**src/rtl/sef_pkg.sv**
```systemverilog
package sef_pkg;
  localparam int unsigned CFG_W        = 32;
  localparam int unsigned EVT_FIELD_W  = 16;
  localparam int unsigned SPAN_POS     = 29;
  localparam int unsigned ARCH_EVT_LIM = 128;

  typedef logic [CFG_W-1:0]       cfg_word_t;
  typedef logic [EVT_FIELD_W-1:0] evt_num_t;

  // Bits covered by the trailing-ones run plus its terminating zero.
  function automatic cfg_word_t pattern_ignore(input cfg_word_t m);
    cfg_word_t nxt;
    nxt = m + cfg_word_t'(1);
    return m ^ nxt;
  endfunction
endpackage

```
**src/rtl/sef_sid_match.sv**
```systemverilog
module sef_sid_match
  import sef_pkg::*;
(
  input  logic      span_i,
  input  cfg_word_t match_i,
  input  cfg_word_t sid_i,
  output logic      hit_o
);
  cfg_word_t ign;
  always_comb begin
    ign   = span_i ? pattern_ignore(match_i) : '0;
    hit_o = ((sid_i ^ match_i) & ~ign) == '0;
  end
endmodule

```
**src/rtl/sef_evt_pick.sv**
```systemverilog
module sef_evt_pick
  import sef_pkg::*;
#(
  parameter int unsigned         NUM_EVT = 8,
  parameter logic [NUM_EVT-1:0]  EVT_SUP = '1
) (
  input  evt_num_t           evt_num_i,
  input  logic [NUM_EVT-1:0] pulse_i,
  output logic               sel_o,
  output logic               is_cyc_o
);
  localparam int unsigned LIM = (NUM_EVT < ARCH_EVT_LIM) ? NUM_EVT : ARCH_EVT_LIM;

  always_comb begin
    sel_o = 1'b0;
    for (int e = 0; e < LIM; e++) begin
      if (evt_num_i == evt_num_t'(e)) sel_o = pulse_i[e] & EVT_SUP[e];
    end
    is_cyc_o = (evt_num_i == '0);
  end
endmodule

```
**src/rtl/stream_event_filter.sv**
```systemverilog
module stream_event_filter
  import sef_pkg::*;
#(
  parameter int unsigned        NUM_CTR = 4,
  parameter int unsigned        NUM_EVT = 8,
  parameter logic [NUM_EVT-1:0] EVT_SUP = '1
) (
  input  logic                     clk_i,
  input  logic                     rst_ni,
  input  logic                     global_mode_i,
  input  logic [NUM_EVT-1:0]       evt_pulse_i,
  input  logic [CFG_W-1:0]         sid_i,
  input  logic [NUM_CTR*CFG_W-1:0] evtype_i,
  input  logic [NUM_CTR*CFG_W-1:0] smatch_i,
  output logic [NUM_CTR-1:0]       inc_o
);
  logic [NUM_CTR-1:0] inc_d;
  logic [NUM_CTR-1:0] unused_cfg;

  for (genvar c = 0; c < NUM_CTR; c++) begin : g_ctr
    cfg_word_t ev_word, own_match, f_match;
    logic      f_span, hit, sel, is_cyc;

    assign ev_word   = evtype_i[c*CFG_W +: CFG_W];
    assign own_match = smatch_i[c*CFG_W +: CFG_W];
    assign unused_cfg[c] = ^{ev_word[CFG_W-1:SPAN_POS+1], ev_word[SPAN_POS-1:EVT_FIELD_W]};

    // Global mode borrows the filter of counter 0.
    assign f_span  = global_mode_i ? evtype_i[SPAN_POS] : ev_word[SPAN_POS];
    assign f_match = global_mode_i ? smatch_i[CFG_W-1:0] : own_match;

    sef_sid_match i_match (
      .span_i  (f_span),
      .match_i (f_match),
      .sid_i   (sid_i),
      .hit_o   (hit)
    );

    sef_evt_pick #(.NUM_EVT(NUM_EVT), .EVT_SUP(EVT_SUP)) i_pick (
      .evt_num_i (ev_word[EVT_FIELD_W-1:0]),
      .pulse_i   (evt_pulse_i),
      .sel_o     (sel),
      .is_cyc_o  (is_cyc)
    );

    assign inc_d[c] = sel & (is_cyc | hit);
  end

  always_ff @(posedge clk_i or negedge rst_ni) begin
    if (!rst_ni) inc_o <= '0;
    else         inc_o <= inc_d;
  end
endmodule

```
**config.mk**
```make
export PLATFORM = sky130hd
export DESIGN_NAME = stream_event_filter
export DESIGN_NICKNAME = d
export VERILOG_FILES = /design/src/rtl/sef_pkg.sv /design/src/rtl/sef_sid_match.sv /design/src/rtl/sef_evt_pick.sv /design/src/rtl/stream_event_filter.sv
export SDC_FILE = /design/constraint.sdc
export NUM_CORES = 1
export LEC_CHECK = 0
export ABC_AREA = 1
export BUFFER_PORTS_ARGS = -buffer_cell sky130_fd_sc_hd__buf_2
export CORE_UTILIZATION = 25
export CTS_CLUSTER_SIZE = 14
export DETAILED_ROUTE_END_ITERATION = 8
export PLACE_DENSITY_LB_ADDON = 0.08
export SYNTH_ARGS = -nofsm -noshare
export SYNTH_HDL_FRONTEND = slang
export SYNTH_SLANG_ARGS = --single-unit
```
**constraint.sdc**
```tcl
create_clock -name clk_i -period 0.8 [get_ports clk_i]
set_clock_uncertainty 0.05 [all_clocks]
set_input_delay 0.16 -clock clk_i [delete_from_list [all_inputs] [get_ports clk_i]]
set_output_delay 0.16 -clock clk_i [all_outputs]
set_load 0.05 [all_outputs]
```
==> impl_metrics.ini <==
[status]
status = finished with violations
failed_checks = setup timing

[setup_path]
crit_buf_inv = 3
cp_cell_sequence = buf_6, buf_12, buf_4, nand2_2, nand2_2, nand2_1, nor2_2, nand2_2, o21ai_0, nand2_1, nor2_1, nand3_1, nor2_1, nand2_2, a21oi_1
endpoint_kind = flip-flop
path_common_cell = nand2_2
crit_type = in2reg
max_stage_delay_ns = 0.24
crit_arrival_ns = 2.07
cp_data_required_time_ns = 0.90
start_kind = input pin
crit_fanout = 10
crit_slowest_cell = o21ai_0
cp_top_family = simple AND/OR/NAND/NOR gates

[grt]
grt_pass1_wl_microns = 47800
grt-ovfl-total = 0
grt_antenna_before_repair = 0
grt_max_degree = 26
grt_pass1_vias = 9094
grt_usage_pct = 26.0

[clocking]
numCtsBuffers = 3
clkSinkCount = 4
cts-root-buf = clkbuf_16
cts_tree = done
clk_pin_slew_worst_paths_ns = 0.03
htreeDepth = 1
clock_path_buffers = 2

[route]
postRouteAntennaNets = 0
drtPass1Iterations = 5
post_drt_wl_per_cell_microns = 15.8
vias = 9293
first_iter_violations = 630
wl_microns = 31200
drc = 0
via_per_inst = 4.70

[sta]
tightest_slew_ns = 0.303
fin_crit_sh_pct = 247
fmax_mhz = 507
slew-limit-headroom_pct = 79.5
layout_setup_ws_ns = -1.17
rsz0062_at_grt = true
setup_viol = 8
maxSlewViolCount = 0
min_period_ns = 1.97
hold_viol_final = 0

[floorplanning]
die_x_microns = 154
die_h_microns = 154
io_pins = 303
dieArea_sq_um = 23600
core_area_sq_um = 22600
start_util_pct = 25.5
rows = 55

[placement]
portBuffers = 242
place_hpwl_microns = 27300
gp_congestion = 0.930

[layout]
n_antenna_cell = 0
final_util_pct = 44.5
drive_gt1_share_pct = 42.3
syn2layout_area_growth_pct = 75.0
largest_registers = inc_o (4)
nets = 1995
largest_register_ffs = 4
top_register = inc_o
n_fill_cell = 2565

[power]
swShare_pct = 49.1
p_int_w = 0.00318
switchingPower_w = 0.00307
pwr-share-clk_pct = 12.5
fin_total_pwr_w = 0.00625
powerDensity_nw_per_um2 = 622
ir_drop_uv = 484
power_leakage_nw = 5.18
combPwrFrac_pct = 84.2
p_seq_share_pct = 3.3

[synthesis]
yosysSeqAreaShare_pct = 1.74
syn_inst = 1221
yosysWarnings = 0
synth_fp_nets = 1521
async_reset_ff_share_pct = 100
synth_seq_cells = 4
yosys.cell_types.count = 34
avgSynthCellArea_sq_um = 4.71
netlist_area_sq_um = 5750
synth_top_flop_cell = dfrtp_1
synth_edf_count = 0

[min_path]
holdCritPathClass = in2reg

[flow_run]
drv_cap = 0
## synthesized netlist by cell type (all sizes together), types with 7 or more instances
| master | count | area [sq um] |
|---|---|---|
| nand2 | 614 | 2330 |
| xor2 | 104 | 911 |
| nand3 | 53 | 265 |
| buf | 17 | 151 |
| nor2 | 203 | 800 |
| o21ai | 57 | 285 |
| a21oi | 7 | 38.8 |
| nor4 | 12 | 75.1 |
| nand4 | 22 | 138 |
| nor3 | 13 | 65.1 |
| inv | 76 | 285 |
| xnor2 | 7 | 61.3 |
## layout make-up
type                       count  area (sq um)  area share (%)
clock buffer                   3          75.1           0.747
inverter                      77           315            3.14
multi-input combinational   1121          5880            58.5
sequential                     4           100           0.996
tap                          285           357            3.55
timing repair buffer         485          3260            32.5
timing repair inverter         3          62.6           0.622
## logic make-up after synthesis
kind of cell               Yosys count  synth area share, %
AOI/OAI and AO/OA                   81                 7.97
xor gates and xnor gates           111                 16.9
adders and majority gates            1                0.218
buffers and inverters               96                 7.88
DFF                                  4                 1.74
and+or+nand+nor                    928                 65.3
## worst paths after layout
path | start | slack, ns | endpoint | depth (start not counted)
min in group asynchronous | rst_ni | 0.22 | inc_o[3]$_DFF_PN0_ | 2
max in group asynchronous | rst_ni | 0.34 | inc_o[1]$_DFF_PN0_ | 2
setup / recovery | global_mode_i | -1.17 | inc_o[3]$_DFF_PN0_ | 15
hold / removal | evtype_i[38] | 0.16 | inc_o[1]$_DFF_PN0_ | 4
## metal layers
metal	part of all wire [%]	global-route usage, %	vias up
li1	-	-	4785
met1	45	34.3	4243
met2	49	47.2	232
met3	3.9	0.930	33
met4	1.5	4.05	0
met5	0	0	-
## what timing repair did
item	CTS	global route
hold endpoints to repair	4	0
gates cloned	5	1
buffers inserted	1	5
setup endpoints to repair	8	8
hold buffers	1	0
pin swaps	30	27
resized for setup	141	79
## layout by cell type (no fill, tap or decap), types with 3 or more instances in the layout
master and n:
a21oi_1 5, and2_1 4, buf_12 5, buf_16 3, buf_2 230, buf_4 234, buf_6 7, buf_8 4
clkbuf_16 4, dfrtp_1 4, inv_1 71, inv_2 5, nand2_1 481, nand2_2 127, nand2_4 6, nand3_1 46
nand3_2 7, nand3b_1 3, nand4_1 22, nor2_1 129, nor2_2 49, nor2_4 25, nor3_1 11, nor4_1 12
o2111ai_1 3, o211ai_1 5, o21ai_0 46, o21ai_1 11, o311ai_0 3, o31ai_1 4, xnor2_1 7, xor2_1 104
## power groups by stage
stage	Clock (W)	Combinational [W]	Sequential, W
2_1_floorplan	0	0.00224	0.000206
3_3_place_gp	0	0.00482	0.000206
3_5_place_dp	0	0.00480	0.000206
4_1_cts	0.000795	0.00509	0.000204
5_1_grt	0.000800	0.00577	0.000204
6_report	0.000783	0.00527	0.000204
## stage by stage
step	TNS (ns)	cells	area [sq um]	setup slack [ns]	hold WS [ns]
floorplan	-3.12	1221	5930	-0.860	-0.186
global placement	-5.80	1962	9150	-1.51	-0.0742
detailed placement	-5.81	1962	9150	-1.53	-0.0691
CTS	-4.64	1972	9780	-1.07	0.176
global route	-5.35	1978	10100	-1.26	0.190
finish	-4.79	1978	10100	-1.17	0.163
(Power assumes the default switching activity.)
